**src/rtl/bmrd_pkg.sv**
```systemverilog
package bmrd_pkg;

    localparam int LANE_W  = 9;
    localparam int LANES   = 4;
    localparam int LONG_W  = LANE_W * LANES;
    localparam int HALF_W  = LONG_W / 2;
    localparam int IDX_W   = $clog2(LANES);

    typedef enum logic [1:0] {
        SZ_LONG = 2'b00,
        SZ_WORD = 2'b01,
        SZ_BYTE = 2'b10,
        SZ_MBOX = 2'b11
    } size_e;

    typedef logic [IDX_W-1:0] swap_t;
    typedef logic [IDX_W-1:0] idx_t;

    typedef struct packed {
        size_e size;
        logic  big_end;
    } ctl_t;

    localparam ctl_t CTL_RESET = '{size: SZ_LONG, big_end: 1'b0};

    // index of the final piece of a long word for a given width
    function automatic idx_t last_piece(input size_e sz);
        case (sz)
            SZ_WORD: last_piece = idx_t'(1);
            SZ_BYTE: last_piece = idx_t'(LANES - 1);
            default: last_piece = idx_t'(0);
        endcase
    endfunction

endpackage

```
**src/rtl/bmrd_ctl_sample.sv**
```systemverilog
module bmrd_ctl_sample
    import bmrd_pkg::*;
(
    input  logic       clk,
    input  logic       rst,
    input  logic [1:0] size_sel,
    input  logic       big_end,
    output ctl_t       ctl_act
);

    ctl_t ctl_smp;

    // first edge captures the request, second edge puts it in force
    always_ff @(posedge clk) begin
        if (rst) begin
            ctl_smp <= CTL_RESET;
            ctl_act <= CTL_RESET;
        end else begin
            ctl_smp <= '{size: size_e'(size_sel), big_end: big_end};
            ctl_act <= ctl_smp;
        end
    end

    // the setting in force never jumps straight to a fresh input
    p_two_edge_r2: assert property (@(posedge clk) disable iff (rst)
        (ctl_act != $past(ctl_act)) |-> (ctl_act == $past(ctl_smp)));

endmodule

```
**src/rtl/bmrd_seq.sv**
```systemverilog
module bmrd_seq
    import bmrd_pkg::*;
(
    input  logic  clk,
    input  logic  rst,
    input  logic  rd_en,
    input  ctl_t  ctl_act,
    input  swap_t swap_sel,
    output idx_t  idx,
    output swap_t swap_eff,
    output logic  fifo_pop,
    output logic  mbox_rd
);

    swap_t swap_hold;
    logic  is_mbox;
    logic  first;
    logic  last;

    always_comb begin
        is_mbox  = (ctl_act.size == SZ_MBOX);
        first    = (idx == '0);
        last     = (idx >= last_piece(ctl_act.size));
        swap_eff = first ? swap_sel : swap_hold;
        fifo_pop = rd_en && !is_mbox && last;
        mbox_rd  = rd_en && is_mbox;
    end

    always_ff @(posedge clk) begin
        if (rst) begin
            idx       <= '0;
            swap_hold <= '0;
        end else if (rd_en && !is_mbox) begin
            idx <= last ? '0 : idx + idx_t'(1);
            if (first) begin
                swap_hold <= swap_sel;
            end
        end
    end

    // no strobe, no movement
    p_idle_hold_r10: assert property (@(posedge clk) disable iff (rst)
        !rd_en |=> $stable(idx));

    // after a pop the next read begins a fresh long word
    p_wrap_r5: assert property (@(posedge clk) disable iff (rst)
        fifo_pop |=> (idx == '0));

    // a byte-width pop only on the fourth lane
    p_byte_last_r5: assert property (@(posedge clk) disable iff (rst)
        (fifo_pop && ctl_act.size == SZ_BYTE) |-> (idx == idx_t'(LANES - 1)));

    // the second word read always pops
    p_word_pop_r4: assert property (@(posedge clk) disable iff (rst)
        (rd_en && ctl_act.size == SZ_WORD && idx == idx_t'(1)) |-> fifo_pop);

    // the pattern used for later pieces is the one seen at the first piece
    p_swap_hold_r8: assert property (@(posedge clk) disable iff (rst)
        (rd_en && !is_mbox && first && !last) |=> (swap_eff == $past(swap_sel)));

    // mailbox reads leave the FIFO position alone
    p_mbox_idx_r9: assert property (@(posedge clk) disable iff (rst)
        mbox_rd |=> $stable(idx));

endmodule

```
**src/rtl/bmrd_lane_mux.sv**
```systemverilog
module bmrd_lane_mux
    import bmrd_pkg::*;
(
    input  logic [LONG_W-1:0] fifo_q,
    input  logic [LONG_W-1:0] mbox_q,
    input  swap_t             swap_eff,
    input  ctl_t              ctl_act,
    input  idx_t              idx,
    output logic [LONG_W-1:0] rd_data
);

    logic [LANE_W-1:0] lane_in  [LANES];
    logic [LANE_W-1:0] lane_out [LANES];
    logic [LONG_W-1:0] swapped;
    logic [HALF_W-1:0] half_pick;
    logic [LANE_W-1:0] lane_pick;
    logic              half_sel;
    idx_t              lane_sel;

    for (genvar i = 0; i < LANES; i++) begin : g_lane
        assign lane_in[i] = fifo_q[i*LANE_W +: LANE_W];
        // each output lane takes the input lane at its index XOR the pattern
        always_comb lane_out[i] = lane_in[idx_t'(i) ^ swap_eff];
        assign swapped[i*LANE_W +: LANE_W] = lane_out[i];
    end

    always_comb begin
        half_sel  = idx[0] ^ ctl_act.big_end;
        lane_sel  = idx ^ {IDX_W{ctl_act.big_end}};
        half_pick = half_sel ? swapped[HALF_W +: HALF_W] : swapped[0 +: HALF_W];
        lane_pick = lane_out[lane_sel];
        case (ctl_act.size)
            SZ_WORD: rd_data = {{(LONG_W-HALF_W){1'b0}}, half_pick};
            SZ_BYTE: rd_data = {{(LONG_W-LANE_W){1'b0}}, lane_pick};
            SZ_MBOX: rd_data = mbox_q;
            default: rd_data = swapped;
        endcase
    end

endmodule

```
**src/rtl/bmatch_rd_port.sv**
```systemverilog
module bmatch_rd_port
    import bmrd_pkg::*;
(
    input  logic              clk,
    input  logic              rst,
    input  logic [1:0]        size_sel,
    input  logic              big_end,
    input  logic [1:0]        swap_sel,
    input  logic              rd_en,
    input  logic [LONG_W-1:0] fifo_q,
    input  logic [LONG_W-1:0] mbox_q,
    output logic [LONG_W-1:0] rd_data,
    output logic              fifo_pop,
    output logic              mbox_rd
);

    ctl_t  ctl_act;
    idx_t  idx;
    swap_t swap_eff;

    bmrd_ctl_sample u_ctl (
        .clk      (clk),
        .rst      (rst),
        .size_sel (size_sel),
        .big_end  (big_end),
        .ctl_act  (ctl_act)
    );

    bmrd_seq u_seq (
        .clk      (clk),
        .rst      (rst),
        .rd_en    (rd_en),
        .ctl_act  (ctl_act),
        .swap_sel (swap_t'(swap_sel)),
        .idx      (idx),
        .swap_eff (swap_eff),
        .fifo_pop (fifo_pop),
        .mbox_rd  (mbox_rd)
    );

    bmrd_lane_mux u_mux (
        .fifo_q   (fifo_q),
        .mbox_q   (mbox_q),
        .swap_eff (swap_eff),
        .ctl_act  (ctl_act),
        .idx      (idx),
        .rd_data  (rd_data)
    );

    // a mailbox access and a FIFO pop never coincide
    p_mbox_excl_r9: assert property (@(posedge clk) disable iff (rst)
        mbox_rd |-> !fifo_pop);

    // neither strobe without a read
    p_strobe_needs_rd_r10: assert property (@(posedge clk) disable iff (rst)
        (fifo_pop || mbox_rd) |-> rd_en);

endmodule

```
**config.mk**
```make
export PLATFORM = sky130hd
export DESIGN_NAME = bmatch_rd_port
export DESIGN_NICKNAME = d
export VERILOG_FILES = /design/src/rtl/bmrd_pkg.sv /design/src/rtl/bmrd_ctl_sample.sv /design/src/rtl/bmrd_seq.sv /design/src/rtl/bmrd_lane_mux.sv /design/src/rtl/bmatch_rd_port.sv
export SDC_FILE = /design/constraint.sdc
export NUM_CORES = 1
export LEC_CHECK = 0
export CAP_MARGIN = 20
export CORE_ASPECT_RATIO = 0.6
export CORE_MARGIN = 1
export CORE_UTILIZATION = 60
export DETAILED_ROUTE_END_ITERATION = 10
export DONT_BUFFER_PORTS = 1
export GPL_TIMING_DRIVEN = 0
export PLACE_DENSITY_LB_ADDON = 0.05
export SYNTH_ARGS = -nofsm -noshare
export SYNTH_HDL_FRONTEND = slang
export SYNTH_HIERARCHICAL = 1
export SYNTH_SLANG_ARGS = --single-unit
export TNS_END_PERCENT = 10
```
**constraint.sdc**
```tcl
create_clock -name clk -period 6.4 [get_ports clk]
set_input_delay 0.96 -clock clk [delete_from_list [all_inputs] [get_ports clk]]
set_output_delay 0.96 -clock clk [all_outputs]
set_load 0.005 [all_outputs]
```
; ---- Word-level counts from Yosys, hierarchy flattened
; Cells that the tools add are included.
[classes]
reduce_logical = 5
n_eq_ne = 3
bitwise = 10
n_mux = 20
addsub = 1
order_cmp = 6
[op_table]
columns = cell, count
row1 = $pmux 36 s3, 1
row2 = $bmux 9 s2, 5
row3 = $mux 9, 10
row4 = $mux 18, 1
row5 = $ge 3x3->1 const B, 5
row6 = $not 2->3, 5
row7 = $eq 2x2->1 const B, 2
row8 = $mux 2, 2
row9 = $pmux 2 s2, 1
row10 = $logic_and 1x1->1, 3
row11 = $add 2x1->2 const B, 1
row12 = $eq 2x1->1 const B, 1
row13 = $ge 2x2->1, 1
row14 = $logic_not 2->1, 1
row15 = $not 1->1, 2
row16 = $not 2->2, 1
row17 = $xor 2x2->2, 1
row18 = $logic_not 1->1, 1
row19 = $xor 1x1->1, 1
[totals]
wordCells = 51
inputBits = 80
output_inout_bits = 38
reg_bits = 10

; ---- Longest topological paths before layout
; Gate-level depths: netlist of run 1.
[logic_depth]
ltp_word = 11
mapped_depth = 9
ltp_nobuf = 7

; ---- Hierarchy
; Netlist of run 1, hierarchy kept.
[by_module_without_submodules]
columns = mod, area_each_um2, n_inst, seq_area_each_um2, cells_per_inst
row1 = bmrd_lane_mux, 1941.9, 1, 0.0, 219
row2 = bmrd_seq, 309.0, 1, 80.1, 29
row3 = bmrd_ctl_sample, 157.7, 1, 120.1, 12

; ---- Worst setup path after synthesis of run 1
; No wires, ideal clock.
[synth_timing]
path_kind = in2out
from = input swap_sel[0]
to = output rd_data[5]
t_arrival_ns = 2.541
setup_slack_ns = 2.899
n_path_buf = 1
required_time_ns = 5.440
path_stages = 6
cell_sequence = mux2_2 buf_4 xor2_1 mux2i_2 o221ai_1 o31ai_1
[synth_via]
elab_chain_cells = 10
elab_cells_between_ends = 24
cone_classes = mux: 18 / bitwise: 6
[synth_rtl]
columns = item, line
row1 = from (decl), bmatch_rd_port.sv:8  ; input logic [1:0] swap_sel,
row2 = $mux 2 *, bmrd_seq.sv:24  ; swap_eff = first ? swap_sel : swap_hold;
row3 = $not 2->2 (no source line) / $not 1->1 (equally long branches), --
row4 = $not 2->3 (implied by the code), bmrd_lane_mux.sv:23  ; always_comb lane_out[i] = lane_in[idx_t'(i) ^ swap_eff];
row5 = $bmux 9 s2, bmrd_lane_mux.sv:23
row6 = $mux 9 (implied by the code) (2 in series), bmrd_lane_mux.sv:23
row7 = $bmux 9 s2, bmrd_lane_mux.sv:31  ; lane_pick = lane_out[lane_sel];
row8 = $mux 9 (implied by the code) (2 in series), bmrd_lane_mux.sv:31
row9 = $pmux 36 s3 *, bmrd_lane_mux.sv:32  ; case (ctl_act.size)
row10 = to (decl), bmatch_rd_port.sv:12  ; output logic [LONG_W-1:0] rd_data,
; Mark *: on every way between the ends. The rest lies on a longest branch, timed or not. The select of a mux whose other input is x is not followed.

; ---- Final worst setup path of run 1
[layout_timing]
from = register u_seq.idx[0]
to = output rd_data[8]
[layout_via]
elab_chain_cells = 11
elab_cells_between_ends = 29
cone_classes = mux: 18 / bitwise: 10 / reduce/logical: 1
[layout_rtl]
columns = item, line
row1 = from (decl), bmrd_seq.sv:9  ; output idx_t idx,
row2 = from (signal assigned), bmrd_seq.sv:34  ; idx <= last ? '0 : idx + idx_t'(1);
row3 = $logic_not 2->1 *, bmrd_seq.sv:22  ; first = (idx == '0);
row4 = $mux 2 *, bmrd_seq.sv:24
row5 = net swap_eff[1], bmatch_rd_port.sv:19  ; swap_t swap_eff;
row6 = $not 2->2 (no source line) / $not 1->1 (equally long branches), --
row7 = $not 2->3 (implied by the code), bmrd_lane_mux.sv:23
row8 = $bmux 9 s2, bmrd_lane_mux.sv:23
row9 = $mux 9 (implied by the code) (2 in series), bmrd_lane_mux.sv:23
row10 = $bmux 9 s2, bmrd_lane_mux.sv:31
row11 = $mux 9 (implied by the code) (2 in series), bmrd_lane_mux.sv:31
row12 = $pmux 36 s3 *, bmrd_lane_mux.sv:32
; The timed path passes the listed nets; every way through them passes the cells marked *. The select of a mux whose other input is x is not followed.

==> results.ini, run 1 <==
[run_status]
status = completed

[final_layout]
nFillCells = 330
regArea_um2 = 200
final_cells = 310
antenna_cells = 0
area_growth_pct = 4.16
multiInputGateArea_mm2 = 0.00207
drive_gt1_share_pct = 29.7
nets = 350

[logic_synthesis]
yosysMostFrequentCell = mux2_2
yosys-top-cells-count = mux2_2 (35), o21ai_0 (20), nand2_1 (19)
synth_top_cell_by_area = mux4_2
yosys-top-cells-area = mux4_2 (17%), mux2_2 (16%), dfxtp_1 (8.3%), a22o_1 (6.5%), mux2i_1 (5.8%)
yosys.cell_types.count = 40
syn-cell-area_mm2 = 0.00241
async_flop_share_pct = 0
synth-edff-count = 0
synth.top_cell.area_share_pct = 16.8
ys_seq_elements = 10
seq_area_frac_synth_pct = 8.31
syn_avg_cell_area_um2 = 9.26
synth_cells = 260
ys_warn_count = 6
yosys_most_used_dff = dfxtp_1
syn_nets = 345

[critical_path]
slowest_stage = clkbuf_1
reg2reg_from = u_ctl/ctl_act[1]
crit_type = register to output port
path_max_fanout = 10
ff2ff_path_depth = 6
crit_chain = inv_1, ha_1, mux2_4, buf_2, clkbuf_1, nand2_1, a211oi_1, o31ai_1
r2r_setup_slack_ps = 4720
required_ps = 5440
worstSetupStartpointType = register
crit_arrival_ps = 3180
r2r_end = u_seq/idx[0]
critPathMaxStageDelay_ps = 600
critPathCaptureType = output port

[routing]
drt-initial-drc-count = 233
wire_per_inst_um = 25.4
antenna_left = 0
dr_total_vias = 2401
drt-pass1-iter-count = 5
drc = 0
viasPerCell = 7.75
wirelength_um = 7870

[grt]
antenna_found_initial = 0
grt_overflow = 0
grt.total_usage_pct = 36.5
grt_max_degree = 11
grt_pass1_wl_um = 12000
grt_pass1_vias = 2228

[run]
max-cap-violations = 0

[timing]
timing.fmax_mhz = 241
fin_tns_setup_ps = 0
grt_setup_unrepaired = no
slew_headroom_pct = 36.9
finalSetupViolations = 0
finClkSkew_ps = 2.57
min_period_ps = 4140
finalCritPeriodShare_pct = 64.7
slew_violations = 0
fin_hold_ws_ps = 433
worstMarginPinSlew_ps = 943
hold_viol = 0

[die]
die_y_um = 51.1
die-area_mm2 = 0.00428
floorplan.initialDensity_pct = 64.3
core_area_mm2 = 0.00374
die_w_um = 83.8
rows = 17
io_pins = 118

[place]
finalWeightedCongestion = 0.952
dpl.cell_count = 307
hpwl_um = 6000
numPortBuffers = 0

[clocking]
cts_buffers = 3
post_cts_buffers = 0
cts_resized = 0
clk_pin_slew_ps = 40
clockBufferDepth = 2
hold_buffers = 0
cts.sink_count = 10
cts-htree-levels = 1
clk_latency_ps = 230
cts_tree = yes
cts-root-buf = clkbuf_8

[hold_path]
holdPathEnd = u_ctl/ctl_act[1]
worstHoldPathType = register to register
hold_path_startpoint = u_ctl/ctl_smp[1]
min_path_cells = 1

[pwr]
p_per_area_mw_per_mm2 = 159
p_leak_uw = 0.000924
ir_worst_vdd_mv = 0.125

## critical path: cells and delay by family, from the launching register on
family | cells | cell delay, ps
adder cells (fa/ha/maj) | 1 | 250
AND/OR/NAND/NOR | 1 | 480
buffers and inverters | 3 | 1020
multiplexers | 1 | 240
AO/OA/AOI/OAI | 2 | 490
flip-flops | 1 | 480
## worst max-delay path by stage
| stage | from | to | cells past startpoint |
|---|---|---|---|
| after floorplan | swap_sel[0] | rd_data[5] | 6 |
| final | u_seq/idx[0] | rd_data[8] | 8 |
| after detailed placement | swap_sel[1] | rd_data[8] | 6 |
| after global routing | u_seq/idx[0] | rd_data[8] | 8 |
| after global placement | swap_sel[1] | rd_data[8] | 6 |
| after CTS | u_seq/idx[0] | rd_data[8] | 8 |
## flip-flops by register name, indices dropped and copies added (netlist names)
register	cells
u_ctl/ctl_smp	3
u_seq/swap_hold	2
u_ctl/ctl_act	3
u_seq/idx	2
## placed cells by master, fill, tap and decap left out, drive strengths merged, types with 2 or more instances in the layout
| cell type | instances |
|---|---|
| nor3 | 2 |
| o221ai | 9 |
| mux4 | 18 |
| ha | 5 |
| inv | 6 |
| mux2 | 36 |
| buf | 12 |
| dfxtp | 10 |
| a211oi | 10 |
| and3 | 9 |
| nand2b | 3 |
| nand2 | 19 |
| and2 | 12 |
| xnor2 | 4 |
| o22ai | 4 |
| mux2i | 16 |
| nor2 | 4 |
| clkbuf | 13 |
| o31ai | 5 |
| a32o | 2 |
| nor2b | 10 |
| a22o | 18 |
| a221oi | 9 |
| xor2 | 2 |
| o21ai | 20 |
## power by group
part           switching [µW]  internal (µW)
combinational             138            130
clock                    20.6           40.8
sequential               3.19           66.0
## per-layer routing
layer	vias to the layer above	GRT usage, %	part of all wire [%]
li1	1057	-	-
met1	1117	51.1	39
met2	211	57.9	44
met3	16	10.3	17
met4	0	4.80	1.1
met5	-	0	0
## cell families (layout without fill, tap and decap cells)
kind of cell / count (synthesis) / in the layout / synth area share, %
AOI/OAI and AO/OA: 79 / 79 / 25.0
muxes: 70 / 70 / 40.8
and+or+nand+nor: 61 / 61 / 14.2
buffers and inverters: 28 / 31 / 5.61
DFF: 10 / 10 / 8.31
xor gates and xnor gates: 7 / 7 / 3.48
adders and majority gates: 5 / 5 / 2.60
## metrics by stage
step           utilization (%)  worst slack [ps]  area (µm²)  power, µW
2_1_floorplan                -              2900        2410        284
3_3_place_gp              65.9              2510        2470        328
3_5_place_dp              65.9              2500        2470        333
4_1_cts                   67.0              2290        2510        396
5_1_grt                   67.0              2040        2510        422
6_report                  67.0              2260        2510        399
## area by class of cell
class                      instances  area share [%]
inverter                           6           0.898
clock buffer                       3            1.65
buffer                            22            4.49
sequential                        10            7.98
tap                               47            2.34
multi-input combinational        222            82.6
No activity file was read; power rests on OpenSTA's default activity.
==> run 2, diff against run 1 <==
--- a/config.mk
+++ b/config.mk
@@ -8,7 +8,7 @@
 export CAP_MARGIN = 20
 export CORE_ASPECT_RATIO = 0.6
 export CORE_MARGIN = 1
-export CORE_UTILIZATION = 60
+export CORE_UTILIZATION = 59
 export DETAILED_ROUTE_END_ITERATION = 10
 export DONT_BUFFER_PORTS = 1
 export GPL_TIMING_DRIVEN = 0
==> constraint.sdc (replaced) <==
create_clock -name clk -period 3.5 [get_ports clk]
set_input_delay 0.525 -clock clk [delete_from_list [all_inputs] [get_ports clk]]
set_output_delay 0.525 -clock clk [all_outputs]
set_load 0.005 [all_outputs]
==> results.ini, run 2 (same netlist as run 1, synthesis figures left out) <==
[run_status]
status = complete, but fails checks
violations = design-rule violations

[clocking]
clk_latency_ps = 230  ; about the same
cts_buffers = 3  ; unchanged
cts-htree-levels = 1  ; unchanged
cts-root-buf = clkbuf_8
cts.sink_count = 10  ; unchanged
hold_buffers = 0  ; unchanged
clk_pin_slew_ps = 50  ; about the same
cts_tree = yes
clockBufferDepth = 2  ; unchanged

[timing]
grt_setup_unrepaired = no
finClkSkew_ps = 6.63  ; +4.06 ps
fin_hold_ws_ps = 355  ; -78.4 ps
worstMarginPinSlew_ps = 903  ; -39.5 ps
hold_viol = 0  ; unchanged
finalCritPeriodShare_pct = 97.0
timing.fmax_mhz = 294
slew_headroom_pct = 39.6  ; +2.6 points
min_period_ps = 3400
slew_violations = 0  ; unchanged
fin_tns_setup_ps = 0  ; unchanged
finalSetupViolations = 0  ; unchanged

[critical_path]
reg2reg_from = u_ctl/ctl_act[1]
crit_type = register to output port
r2r_setup_slack_ps = 1620  ; -3100 ps
r2r_end = u_seq/idx[0]
critPathCaptureType = output port
path_max_fanout = 9  ; -1
ff2ff_path_depth = 6  ; unchanged
required_ps = 2970  ; -2470 ps
crit_arrival_ps = 2870  ; -310 ps
worstSetupStartpointType = register
critical_path.startpoint = u_seq/idx[0]

[grt]
grt_max_degree = 11  ; unchanged
grt_overflow = 0  ; unchanged
use_met3_pct = 9.68  ; -0.66 points
antenna_found_initial = 0  ; unchanged
grtUsageMet2_pct = 56.6  ; -1.2 points
grt.total_usage_pct = 37.5  ; +0.97 points
busiest_layer = met2
grt_use_met1_pct = 53.1  ; +2.0 points
grt_pass1_wl_um = 12100  ; +1.3%
grt_pass1_vias = 2303  ; +3.4%

[routing]
antenna_left = 0  ; unchanged
drt-pass1-iter-count = 9  ; +4
viasPerCell = 7.72  ; -0.36%
wirelength_um = 8210  ; +4.3%
drt-initial-drc-count = 287  ; +23%
wire_per_inst_um = 26.4  ; +4.0%
dr_total_vias = 2400  ; -0.042%
drc = 9  ; +9

[place]
placed_area_mm2 = 0.00247  ; unchanged
finalWeightedCongestion = 0.908  ; -4.6%
numPortBuffers = 0  ; unchanged
hpwl_um = 5910  ; -1.5%

[pwr]
p_leak_uw = 0.000942  ; +1.9%
ir_worst_vdd_mv = 0.240  ; +92%
p_per_area_mw_per_mm2 = 294  ; +85%

[die]
die-area_mm2 = 0.00435  ; +1.6%
die_y_um = 51.5  ; +0.81%
io_pins = 118  ; unchanged
die_w_um = 84.5  ; +0.82%
floorplan.initialDensity_pct = 63.6  ; -0.72 points
rows = 17  ; unchanged
core_area_mm2 = 0.00379  ; +1.1%

[run]
max-cap-violations = 0  ; unchanged

[final_layout]
final_area_mm2 = 0.00256  ; +2.0%
antenna_cells = 0  ; unchanged
final_common_cell = mux2_2
area_growth_pct = 6.23
drive_gt1_share_pct = 31.1  ; +1.4 points
nFillCells = 339  ; +2.7%
biggestRegsByFlops = u_ctl/ctl_act: 3 flops, u_ctl/ctl_smp: 3 flops
layout_common_cells = mux2_2 (35), nand2_1 (19), o21ai_0 (19)
nets = 351  ; +0.29%

[hold_path]
holdPathEnd = u_ctl/ctl_act[2]
worstHoldPathType = input pin to register
min_path_cells = 1  ; unchanged
hold_path_startpoint = rst

run 2: cell types whose count changed in the layout (fill, tap and decap cells not counted):
cell / change
buf_4: +1
dfxtp_2: +1
clkbuf_1: -1
mux2i_2: -2
xor2_1: -1
clkbuf_2: +1
buf_12: +1
xor2_2: +1
o21ai_1: +1
dfxtp_1: -1
buf_2: -1
o21ai_0: -1
mux2i_4: +2
run 2: critical path, cell delays in order (launching register included):
cell,delay (ps)
dfxtp_2,430
inv_1,100
ha_1,250
mux2_2,290
buf_4,170
xor2_2,320
mux2i_4,480
o221ai_1,190
o31ai_1,380
run 2: routing by layer:
metal  wire, µm  vias to the layer above
met1       3400                     1118
met2       3430                      198
met5          0                        -
li1           -                     1053
met4        193                        0
met3       1190                       31
run 2: per-stage QoR:
step | util (%) | setup slack, ps | cells | power (µW)
2_1_floorplan | - | 623 | 260 | 520
6_report | 67.6 | 103 | 311 | 751
4_1_cts | 67.1 | 130 | 310 | 735
3_5_place_dp | 65.2 | 133 | 307 | 608
5_1_grt | 67.6 | 14.4 | 311 | 790
3_3_place_gp | 65.2 | 104 | 307 | 603
run 2: final cells by class:
class / instances / area (µm²) / share of cell area (%)
multi-input cells: 222 / 2100 / 82.0
repair buffers: 1 / 20.0 / 0.782
plain buffers: 22 / 116 / 4.55
clock buffers: 3 / 41.3 / 1.61
well taps: 47 / 58.8 / 2.30
inverters: 6 / 22.5 / 0.880
flip-flops and latches: 10 / 201 / 7.87
run 2: how the worst max path moves through the flow:
stage                 endpoint  slack [ps]  cells after the start
finish              rd_data[7]         100                      8
global route        rd_data[7]          10                      8
CTS                 rd_data[7]         130                      8
detailed placement  rd_data[7]         130                      8
global placement    rd_data[5]         100                      8
floorplan           rd_data[5]         620                      8
run 2: timing repair:
| item | in CTS | in global routing |
|---|---|---|
| buffers inserted | 0 | 1 |
| endpoints found under the setup margin | 9 | 4 |
| pin swaps | 0 | 0 |
| hold endpoints to repair | 0 | 0 |
| gates cloned | 0 | 0 |
| resized for setup | 6 | 1 |
run 2: power breakdown:
| group | switching [µW] | internal (µW) |
|---|---|---|
| combinational | 262 | 245 |
| clock | 41.5 | 75.0 |
| sequential | 6.63 | 121 |
